==> src/rtl/uart_cfg_pkg.sv <==
`timescale 1ns/1ps
package uart_cfg_pkg;
  localparam int A_DLL  = 0;
  localparam int A_DLM  = 1;
  localparam int A_FCR  = 2;
  localparam int A_LCR  = 3;
  localparam int A_MCR  = 4;
  localparam int A_STAT = 5;
  localparam int A_UPD  = 6;

  localparam int DLAB_BIT = 7;
  localparam int LOOP_BIT = 4;
  localparam int ST_BUSY  = 0;
  localparam int ST_BWD   = 1;
  localparam int UPD_CAB  = 0;
  localparam int UPD_GO   = 1;

  typedef enum logic [1:0] {WR_NONE, WR_ACCEPT, WR_STAGE, WR_BLOCK} wr_kind_e;

  // both FIFO-clear bits must be set together
  function automatic logic fcr_flush(input logic [1:0] clr_bits);
    return clr_bits[0] & clr_bits[1];
  endfunction

  function automatic logic is_setup_addr(input int a, input logic dlab);
    return (a == A_LCR) || (dlab && (a == A_DLL || a == A_DLM));
  endfunction
endpackage

==> src/rtl/uart_cfg_gate.sv <==
`timescale 1ns/1ps
module uart_cfg_gate
  import uart_cfg_pkg::*;
#(
  parameter bit COMPAT = 1'b0
) (
  input  logic     tx_active,
  input  logic     rx_active,
  input  logic     txf_nonempty,
  input  logic     cab_en,
  input  logic     cfg_wr,
  output logic     busy,
  output logic     frame_idle,
  output logic     cab_eff,
  output wr_kind_e kind
);
  assign busy       = tx_active | rx_active | txf_nonempty;
  assign frame_idle = !tx_active && !rx_active;

  generate
    if (COMPAT) begin : g_free
      assign cab_eff = 1'b0;
      assign kind    = cfg_wr ? WR_ACCEPT : WR_NONE;
    end else begin : g_lock
      assign cab_eff = cab_en;
      always_comb begin
        if (!cfg_wr)      kind = WR_NONE;
        else if (!busy)   kind = WR_ACCEPT;
        else if (cab_en)  kind = WR_STAGE;
        else              kind = WR_BLOCK;
      end
    end
  endgenerate
endmodule

==> src/rtl/uart_cfg_loop.sv <==
`timescale 1ns/1ps
module uart_cfg_loop (
  input  logic clk,
  input  logic rst_n,
  input  logic loop_req,
  input  logic rx_active,
  output logic loop_on
);
  always_ff @(posedge clk) begin
    if (!rst_n)          loop_on <= 1'b0;
    else if (!loop_req)  loop_on <= 1'b0;
    else if (!rx_active) loop_on <= 1'b1;
  end
endmodule

==> src/rtl/uart_cfg_regs.sv <==
`timescale 1ns/1ps
module uart_cfg_regs
  import uart_cfg_pkg::*;
#(
  parameter int        AW      = 3,
  parameter int        DW      = 8,
  parameter bit        COMPAT  = 1'b0,
  parameter logic [7:0]  LCR_RST = 8'h03,
  parameter logic [15:0] DIV_RST = 16'h0001
) (
  input  logic            clk,
  input  logic            rst_n,
  input  logic [AW-1:0]   addr,
  input  logic            wr_en,
  input  logic [DW-1:0]   wr_data,
  output logic [DW-1:0]   rd_data,
  input  logic            tx_active,
  input  logic            rx_active,
  input  logic            txf_nonempty,
  output logic            busy,
  output logic [DW-1:0]   line_cfg,
  output logic [2*DW-1:0] divisor,
  output logic            loop_on,
  output logic            fifo_clear
);
  localparam int PADW = DW - 2;

  logic [DW-1:0] sh_lcr, sh_dll, sh_dlm, act_lcr, act_dll, act_dlm;
  logic [DW-1:0] sh_lcr_n, sh_dll_n, sh_dlm_n, act_lcr_n, act_dll_n, act_dlm_n;
  logic [DW-1:0] mcr_q;
  logic          cab_q, pend_q, bwd_q, flush_q;

  // named internal events
  logic     hit_lcr, hit_dll, hit_dlm, cfg_wr, frame_idle, cab_eff;
  logic     take, to_act, commit_now, upd_req, wr_blocked, bwd_clr;
  wr_kind_e kind;
  int       a_i;

  assign a_i     = int'(addr);
  assign hit_lcr = wr_en && a_i == A_LCR;
  assign hit_dll = wr_en && a_i == A_DLL && sh_lcr[DLAB_BIT];
  assign hit_dlm = wr_en && a_i == A_DLM && sh_lcr[DLAB_BIT];
  assign cfg_wr  = wr_en && is_setup_addr(a_i, sh_lcr[DLAB_BIT]);

  uart_cfg_gate #(.COMPAT(COMPAT)) u_gate (
    .tx_active    (tx_active),
    .rx_active    (rx_active),
    .txf_nonempty (txf_nonempty),
    .cab_en       (cab_q),
    .cfg_wr       (cfg_wr),
    .busy         (busy),
    .frame_idle   (frame_idle),
    .cab_eff      (cab_eff),
    .kind         (kind)
  );

  assign take       = (kind == WR_ACCEPT) || (kind == WR_STAGE);
  assign to_act     = (kind == WR_ACCEPT);
  assign wr_blocked = (kind == WR_BLOCK);
  assign commit_now = pend_q && frame_idle && cab_eff;
  assign upd_req    = wr_en && a_i == A_UPD && wr_data[UPD_GO] && cab_eff;
  assign bwd_clr    = wr_en && a_i == A_STAT && wr_data[ST_BWD];

  always_comb begin
    sh_lcr_n = sh_lcr;
    sh_dll_n = sh_dll;
    sh_dlm_n = sh_dlm;
    if (take && hit_lcr) sh_lcr_n = wr_data;
    if (take && hit_dll) sh_dll_n = wr_data;
    if (take && hit_dlm) sh_dlm_n = wr_data;
    // a commit moves every shadow byte at once
    act_lcr_n = commit_now ? sh_lcr_n : act_lcr;
    act_dll_n = commit_now ? sh_dll_n : act_dll;
    act_dlm_n = commit_now ? sh_dlm_n : act_dlm;
    if (to_act && hit_lcr) act_lcr_n = wr_data;
    if (to_act && hit_dll) act_dll_n = wr_data;
    if (to_act && hit_dlm) act_dlm_n = wr_data;
  end

  always_ff @(posedge clk) begin
    if (!rst_n) begin
      sh_lcr  <= DW'(LCR_RST);
      act_lcr <= DW'(LCR_RST);
      sh_dll  <= DIV_RST[7:0];
      act_dll <= DIV_RST[7:0];
      sh_dlm  <= DIV_RST[15:8];
      act_dlm <= DIV_RST[15:8];
      mcr_q   <= '0;
      cab_q   <= 1'b0;
      pend_q  <= 1'b0;
      bwd_q   <= 1'b0;
      flush_q <= 1'b0;
    end else begin
      sh_lcr  <= sh_lcr_n;
      sh_dll  <= sh_dll_n;
      sh_dlm  <= sh_dlm_n;
      act_lcr <= act_lcr_n;
      act_dll <= act_dll_n;
      act_dlm <= act_dlm_n;
      if (wr_en && a_i == A_MCR) mcr_q <= wr_data;
      if (wr_en && a_i == A_UPD) cab_q <= wr_data[UPD_CAB];
      if (!cab_eff)        pend_q <= 1'b0;
      else if (upd_req)    pend_q <= 1'b1;
      else if (commit_now) pend_q <= 1'b0;
      if (wr_blocked)   bwd_q <= 1'b1;
      else if (bwd_clr) bwd_q <= 1'b0;
      flush_q <= wr_en && a_i == A_FCR && fcr_flush(wr_data[2:1]);
    end
  end

  uart_cfg_loop u_loop (
    .clk       (clk),
    .rst_n     (rst_n),
    .loop_req  (mcr_q[LOOP_BIT]),
    .rx_active (rx_active),
    .loop_on   (loop_on)
  );

  always_comb begin
    rd_data = '0;
    case (a_i)
      A_DLL:  if (sh_lcr[DLAB_BIT]) rd_data = act_dll;
      A_DLM:  if (sh_lcr[DLAB_BIT]) rd_data = act_dlm;
      A_LCR:  rd_data = act_lcr;
      A_MCR:  rd_data = mcr_q;
      A_STAT: rd_data = {{PADW{1'b0}}, bwd_q, busy};
      A_UPD:  rd_data = {{PADW{1'b0}}, pend_q, cab_eff};
      default: rd_data = '0;
    endcase
  end

  assign line_cfg   = act_lcr;
  assign divisor    = {act_dlm, act_dll};
  assign fifo_clear = flush_q;
endmodule

==> config.mk <==
export PLATFORM = sky130hd
export DESIGN_NAME = uart_cfg_regs
export DESIGN_NICKNAME = d
export VERILOG_FILES = /design/src/rtl/uart_cfg_pkg.sv /design/src/rtl/uart_cfg_gate.sv /design/src/rtl/uart_cfg_loop.sv /design/src/rtl/uart_cfg_regs.sv
export SDC_FILE = /design/constraint.sdc
export NUM_CORES = 1
export LEC_CHECK = 0
export BUFFER_PORTS_ARGS = -buffer_cell sky130_fd_sc_hd__clkbuf_2
export CAP_MARGIN = 20
export CORE_MARGIN = 2
export CORE_UTILIZATION = 35
export DETAILED_ROUTE_END_ITERATION = 8
export PLACE_DENSITY_LB_ADDON = 0.2
export SETUP_SLACK_MARGIN = 0.3
export SLEW_MARGIN = 20
export SYNTH_ARGS = -nofsm -noshare
export SYNTH_HDL_FRONTEND = slang
export SYNTH_SLANG_ARGS = --single-unit
export TNS_END_PERCENT = 50
==> constraint.sdc <==
create_clock -name clk -period 2.7 [get_ports clk]
set_input_delay 0.135 -clock clk [delete_from_list [all_inputs] [get_ports clk]]
set_output_delay 0.135 -clock clk [all_outputs]
set_load 0.05 [all_outputs]
# --- Word-level counts from Yosys, hierarchy flattened ---
# Cells that the tools add are included.
word_totals:
  ff_bits: 61
  latchBits: 0
  ramBits: 0
  mem_bits_ro: 0
  inputBits: 17
  out_inout_bits: 35
  wordCells: 86
  memories: 0
classes:
  add_sub_neg: 0
  n_mul: 0
  n_div: 0
  n_lt_le_gt_ge: 0
  n_eq_ne: 14
  n_shift: 0
  mux: 19
  bitwise: 3
  reduce_logical: 38
ops:
  columns: ["operator", "n"]
  rows:
  - ["$mux W8", 11]
  - ["$logic_not A32 Y1", 2]
  - ["$pmux W8 S6", 1]
  - ["$logic_and A1 B1 Y1", 24]
  - ["$eq A3 B3 Y1 const B", 7]
  - ["$reduce_bool A2 Y1", 5]
  - ["$eq A3 B2 Y1 const B", 3]
  - ["$mux W1", 5]
  - ["$eq A2 B2 Y1 const B", 2]
  - ["$mux W2", 2]
  - ["$reduce_and A2 Y1", 2]
  - ["$eq A3 B1 Y1 const B", 1]
  - ["$logic_or A1 B1 Y1", 3]
  - ["$eq A2 B1 Y1 const B", 1]
  - ["$logic_not A1 Y1", 2]
  - ["$or A1 B1 Y1", 2]
  - ["$and A1 B1 Y1", 1]

# --- Longest topological paths before layout ---
depth:
  word_depth: 12
  mapped_depth: 9
  ltp_nobuf: 8

# --- By module ---
# A second synthesis with hierarchy kept.
hier_totals:
  hier_cells: 294
  hier_area_um2: 2852.7
by_module_without_submodules:
  columns: ["mod", "instances", "cells_per_inst", "area_each_um2", "seq_area_each_um2"]
  rows:
  - ["uart_cfg_regs", 1, 285, 2773.9, 1201.2]
  - ["uart_cfg_gate", 1, 5, 42.5, 0.0]
  - ["uart_cfg_loop", 1, 4, 36.3, 20.0]

# --- Worst setup path before layout ---
# Ideal clock, no wire load.
synth_path:
  path_kind: "input port to flip-flop"
  start: "input port rx_active"
  end: "register act_dlm[2]"
  setup_time_ns: 0.117
  arrival_ns: 2.106
  required_time_ns: 2.583
  slack_ns: 0.477
  cell_stages: 8
  cell_sequence: "nor3_1 > inv_1 > a21oi_1 > ha_1 > and4bb_2 > nand2_2 > mux2i_1 > a32o_1"
synth_between:
  elab_chain_cells: 10
  word_cells_on_any_way: 17
  classes_between: "2 x eq/ne; 5 x mux; 2 x bitwise; 8 x reduce/logical"
synth_lines:
  columns: ["element", "line_no", "text"]
  rows:
  - ["from (decl)", "uart_cfg_regs.sv:18", "input logic rx_active,"]
  - ["$or A1 B1 Y1 * (2 in series)", "uart_cfg_gate.sv:17", "assign busy = tx_active | rx_active | txf_nonempty;"]
  - ["via busy", "uart_cfg_regs.sv:20", "output logic busy,"]
  - ["$mux W2 *", "uart_cfg_gate.sv:28", "else if (!busy) kind = WR_ACCEPT;"]
  - ["$mux W2 *", "uart_cfg_gate.sv:27", "if (!cfg_wr) kind = WR_NONE;"]
  - ["$eq A2 B1 Y1 / $eq A2 B2 Y1 (equally long branches)", "uart_cfg_regs.sv:57, uart_cfg_regs.sv:58", null]
  - ["$logic_or A1 B1 Y1", "uart_cfg_regs.sv:57", "assign take = (kind == WR_ACCEPT) || (kind == WR_STAGE);"]
  - ["$logic_and A1 B1 Y1", "uart_cfg_regs.sv:70", "if (take && hit_dlm) sh_dlm_n = wr_data;"]
  - ["$mux W8", "uart_cfg_regs.sv:70", null]
  - ["$mux W8", "uart_cfg_regs.sv:74", "act_dlm_n = commit_now ? sh_dlm_n : act_dlm;"]
  - ["$mux W8", "uart_cfg_regs.sv:77", "if (to_act && hit_dlm) act_dlm_n = wr_data;"]
  - ["to (signal assigned)", "uart_cfg_regs.sv:87", "act_dlm <= DIV_RST[15:8];"]
  - ["to (signal assigned)", "uart_cfg_regs.sv:99", "act_dlm <= act_dlm_n;"]
  - ["to (decl)", "uart_cfg_regs.sv:28", "logic [DW-1:0] sh_lcr, sh_dll, sh_dlm, act_lcr, act_dll, act_dlm;"]
# The timed path passes the listed nets; every way through them passes the cells marked *. The select of a mux whose other input is x is not followed.
# A chain may end at the register's enable or synchronous reset.

# --- Worst setup path after layout ---
layout_path:
  start: "register sh_lcr[7]"
  end: "register act_dlm[0]"
layout_between:
  elab_chain_cells: 10
  word_cells_on_any_way: 14
  classes_between: "2 x eq/ne; 4 x mux; 8 x reduce/logical"
layout_lines:
  columns: ["element", "line_no", "text"]
  rows:
  - ["from (decl)", "uart_cfg_regs.sv:28", null]
  - ["from (signal assigned)", "uart_cfg_regs.sv:82", "sh_lcr <= DW'(LCR_RST);"]
  - ["from (signal assigned)", "uart_cfg_regs.sv:94", "sh_lcr <= sh_lcr_n;"]
  - ["$logic_and A1 B1 Y1", "uart_cfg_pkg.sv:26", "return (a == A_LCR) || (dlab && (a == A_DLL || a == A_DLM));"]
  - ["$logic_or A1 B1 Y1", "uart_cfg_pkg.sv:26", null]
  - ["$logic_and A1 B1 Y1", "uart_cfg_regs.sv:43", "assign cfg_wr = wr_en && is_setup_addr(a_i, sh_lcr[DLAB_BIT]);"]
  - ["$mux W2", "uart_cfg_gate.sv:27", null]
  - ["$eq A2 B1 Y1 / $eq A2 B2 Y1 (equally long branches)", "uart_cfg_regs.sv:57, uart_cfg_regs.sv:58", null]
  - ["$logic_or A1 B1 Y1", "uart_cfg_regs.sv:57", null]
  - ["$logic_and A1 B1 Y1", "uart_cfg_regs.sv:70", null]
  - ["$mux W8", "uart_cfg_regs.sv:70", null]
  - ["$mux W8", "uart_cfg_regs.sv:74", null]
  - ["$mux W8", "uart_cfg_regs.sv:77", null]
# Parallel ways exist; a longest one is shown, timed or not. The select of a mux whose other input is x is not followed.

==> results summary <==
The flow ran to the end, and the final reports show no timing, DRC or antenna violations. Setup repair after global routing could not meet its margin everywhere. The number of setup violations in the final report is 0.

The signed area change from the synthesized netlist to the final layout came out at 21.6%. The most area-hungry cell type in the Yosys netlist is dfxtp_1. In this run the horizontal extent of the chip is roughly 94 µm.

The effective utilization at floorplan is a little over a third. For this run, the leading register cell type out of synthesis is dfxtp_1. The worst setup path is captured at a flip-flop. The violation count after the first detailed-routing iteration came out at between 100 and 150. The count of yosys warnings during synthesis is 0. The worst endpoint required time came out at 2.92 ns. The multi-input combinational cells in the finished layout cover a total of 1500 µm².

The count of cells resized by post-cts repair is 0. The most common library cell in the layout ignoring fill and taps is dfxtp_1. The residual DRC count is 0. The global-route congestion overflow total came out at 0. The count of nets left with antenna violations after detail routing came out at 0.

The number of hold violations in the final report came to 0. The standard-cell row count is 32. Before antenna repair, the detailed router went through 7 iterations. The later pin in the worst-skew pair is clocked with a latency of 0.35 ns.

The number of global-route vias before repair came out at about 2.3k. The final worst clock skew came out at 0.0158 ns. The area of the core region came out at 7810 µm².

The type of the worst setup path is reg -> reg. The final cycle utilization of the critical path is 83.4%. The transition time at the pin with the least slew margin is between 0.6 and 0.7 ns. The boundary pin count came out at 52. The fmax came out at between 0.4 and 0.5 GHz. The wire length per cell came out at approximately 18 µm. Of all flip-flops after synthesis, the portion carrying an async set or reset was 0%. The maximum fanout along the worst path came out at 8. The total count of max-transition violations in the final report is 0. The HPWL after detailed placement is approximately 5700 µm. The most crowded layer after global routing is met2. The initial antenna violation count is 0. The per-cell via count in the routed design is ~5.6. The count of max-cap constraint violations came out at 0. The net count of the finished layout is approximately 370. Summed over all layers, the routed wires come to slightly above 8000 µm.

The power density over the cells came out at roughly 590 nW/µm². The share of synthesized area occupied by flip-flops and latches came out at 42.9%. TritonCTS built the clock tree.

The die extent in y is around 94 µm. Port buffering added just over 50 buffers. Walking the worst path, the cells encountered are mux2_2 -> nand3b_1 -> a21oi_1 -> ha_1 -> and4bb_2 -> nand2_2 -> mux2i_1 -> o221ai_1.

The global router's overall resource usage came out at about a fifth. The die covers between 8000 and 9000 µm². The worst path in the final design needs a cycle of approximately 2.3 ns, including I/O delays and setup.

The largest net degree at the start of global routing came out at 27. Leaving out fill and tap cells, the most frequent cells in the layout are 61 x dfxtp_1, 51 x clkbuf_2, 39 x mux2i_1. The slowest stage of the critical path belongs to the cell dfxtp_1.

Of the post-synthesis cell area, the dominant cell type holds between 40 and 50%. The global-route met3 utilization came out at approximately 4.7%. The placed cell count came out at 437. The min-delay analysis places its worst path in the category in -> reg. After synthesis the netlist holds a flip-flop and latch count of a little over 60.

The clock slew seen by the registers of the worst setup and hold paths came out at approximately 0.080 ns. The number of vias after detailed routing came out at between 2k and 3k. For this design, the sink count on the clock tree is around 60.

The post-cts hold buffer count is 0. STA classifies the critical path startpoint as a flip-flop. The number of nets produced by synthesis came out at 315. The maximum VDD drop is between 0.2 and 0.3 mV. For met2 alone, demand over resource in global routing was 29.8%. The signal arrival time at the worst endpoint is 2.47 ns. The buffer count from post-CTS setup fixing came out at 0.

Yosys mapped a number of flops with a built-in enable equal to 0. The first-pass GRT wire length is around 13000 µm. The delay of the slowest critical-path stage is about 0.40 ns. The worst setup slack before clock tree synthesis is 0.395 ns. The buffer type at the clock tree root is clkbuf_8. The post-synthesis cell type count is 40. The number of antenna cells inserted came out at 0. The number of cells produced by synthesis is 296. On the critical path the largest part of the delay comes from simple AND/OR/NAND/NOR gates. The leakage power summed over all cells came out at about 1.5 nW. The number of buffers created by CTS came out at 9. Routability-driven placement finished with a final weighted congestion of approximately 0.77. Cells with a size suffix above 1 make up between 20% and 30% of the layout. Measured against its own limit, the worst slew margin works out to roughly 56%. Summed over all failing endpoints, the final setup total negative slack is 0 ns.

CTS built an H-tree with a depth of 3. The maximum count of clock buffers along a single path is 2. The netlist area before placement is about 2800 µm².

The number of inserted filler cells in the final layout is 785. The final worst-path setup slack came out at 0.448 ns. Global routing consumed, on the met1 layer, about 27% of the routing resources. The combined buffer and inverter count along the critical path came out at 0. In this run the mean area of a mapped cell was 9.61 µm². The sequential cells in the finished layout cover a total of around 1200 µm².

The final cell count without fillers is between 400 and 500. Yosys attributes the largest share of cell area to dfxtp_1 43%, mux2i_1 14%, nor2b_1 6.8%.
[kinds of logic after synthesis]
kind of cell	after synthesis	share of synthesized area, %
flip-flops	61	42.9
AND/OR/NAND/NOR	108	22.2
adder cells (fa/ha/maj)	2	0.879
buffers and inverters	30	4.44
AO/OA/AOI/OAI	53	14.7
multiplexers	42	14.9
[Yosys cell counts (2+ instances only)]
| library cell | number |
|---|---|
| mux2i_1 | 40 |
| buf_2 | 5 |
| o311a_1 | 2 |
| mux2_2 | 2 |
| buf_4 | 2 |
| nor3_1 | 3 |
| o21ai_0 | 8 |
| nand2_1 | 25 |
| nand4_1 | 19 |
| ha_1 | 2 |
| dfxtp_1 | 61 |
| nor2b_1 | 31 |
| clkbuf_1 | 16 |
| nand2b_1 | 3 |
| a32o_1 | 3 |
| nand3_1 | 8 |
| a221o_1 | 5 |
| inv_1 | 7 |
| nand3b_1 | 2 |
| nand4_2 | 2 |
| a21oi_1 | 5 |
| o221ai_1 | 22 |
| nor2_1 | 6 |
[worst register-to-register path, stage by stage (launching register included)]
cell	delay, ns
dfxtp_1	0.40
mux2_2	0.18
nand3b_1	0.08
a21oi_1	0.21
ha_1	0.28
and4bb_2	0.36
nand2_2	0.20
mux2i_1	0.26
o221ai_1	0.15
[cell type report]
class | instances | area share (%)
sequential | 61 | 35.3
inverter | 7 | 0.759
multi-input combinational | 205 | 43.4
timing repair buffer | 62 | 9.76
clock inverter | 7 | 3.54
tap | 102 | 3.69
clock buffer | 9 | 3.58
[metrics by stage]
step	area, µm²	util [%]	total power (W)	hold slack, ns
2_1_floorplan	2850	-	0.00101	0.226
3_3_place_gp	3210	41.1	0.00105	0.361
3_5_place_dp	3210	41.1	0.00105	0.381
4_1_cts	3460	44.3	0.00207	0.00746
5_1_grt	3460	44.3	0.00213	0.0133
6_report	3460	44.3	0.00206	0.0103
[final timing paths]
check                       from             end  slack (ns)  cells past startpoint
setup / recovery       sh_lcr[7]      act_dlm[0]        0.45                      8
hold / removal         rx_active  u_loop.loop_on        0.01                      2
setup reg to reg       sh_lcr[7]      act_dlm[0]        0.45                      8
hold reg to reg   u_loop.loop_on  u_loop.loop_on        0.45                      2
[power breakdown]
part	switching (W)	internal (W)	total, W	leakage, nW
Combinational	0.0000861	0.0000416	0.000128	0.846
Sequential	0.00000275	0.000903	0.000906	0.492
Clock	0.000404	0.000619	0.00102	0.121
Total	0.000492	0.00156	0.00206	1.46
[layer usage]
metal / up-vias / wire (µm)
met5: - / 0
met4: 0 / 71
met3: 6 / 494
met2: 84 / 3800
met1: 1237 / 3880
li1: 1214 / -
[state kept, by name, indices dropped and copies added, names as in the netlist]
register,cells
act_dll,8
bwd_q,1
sh_dll,8
cab_q,1
line_cfg,8
act_dlm,8
u_loop.loop_on,1
sh_lcr,8
pend_q,1
sh_dlm,8
fifo_clear,1
mcr_q,8
Note: power is estimated with default switching activity, not from simulation.
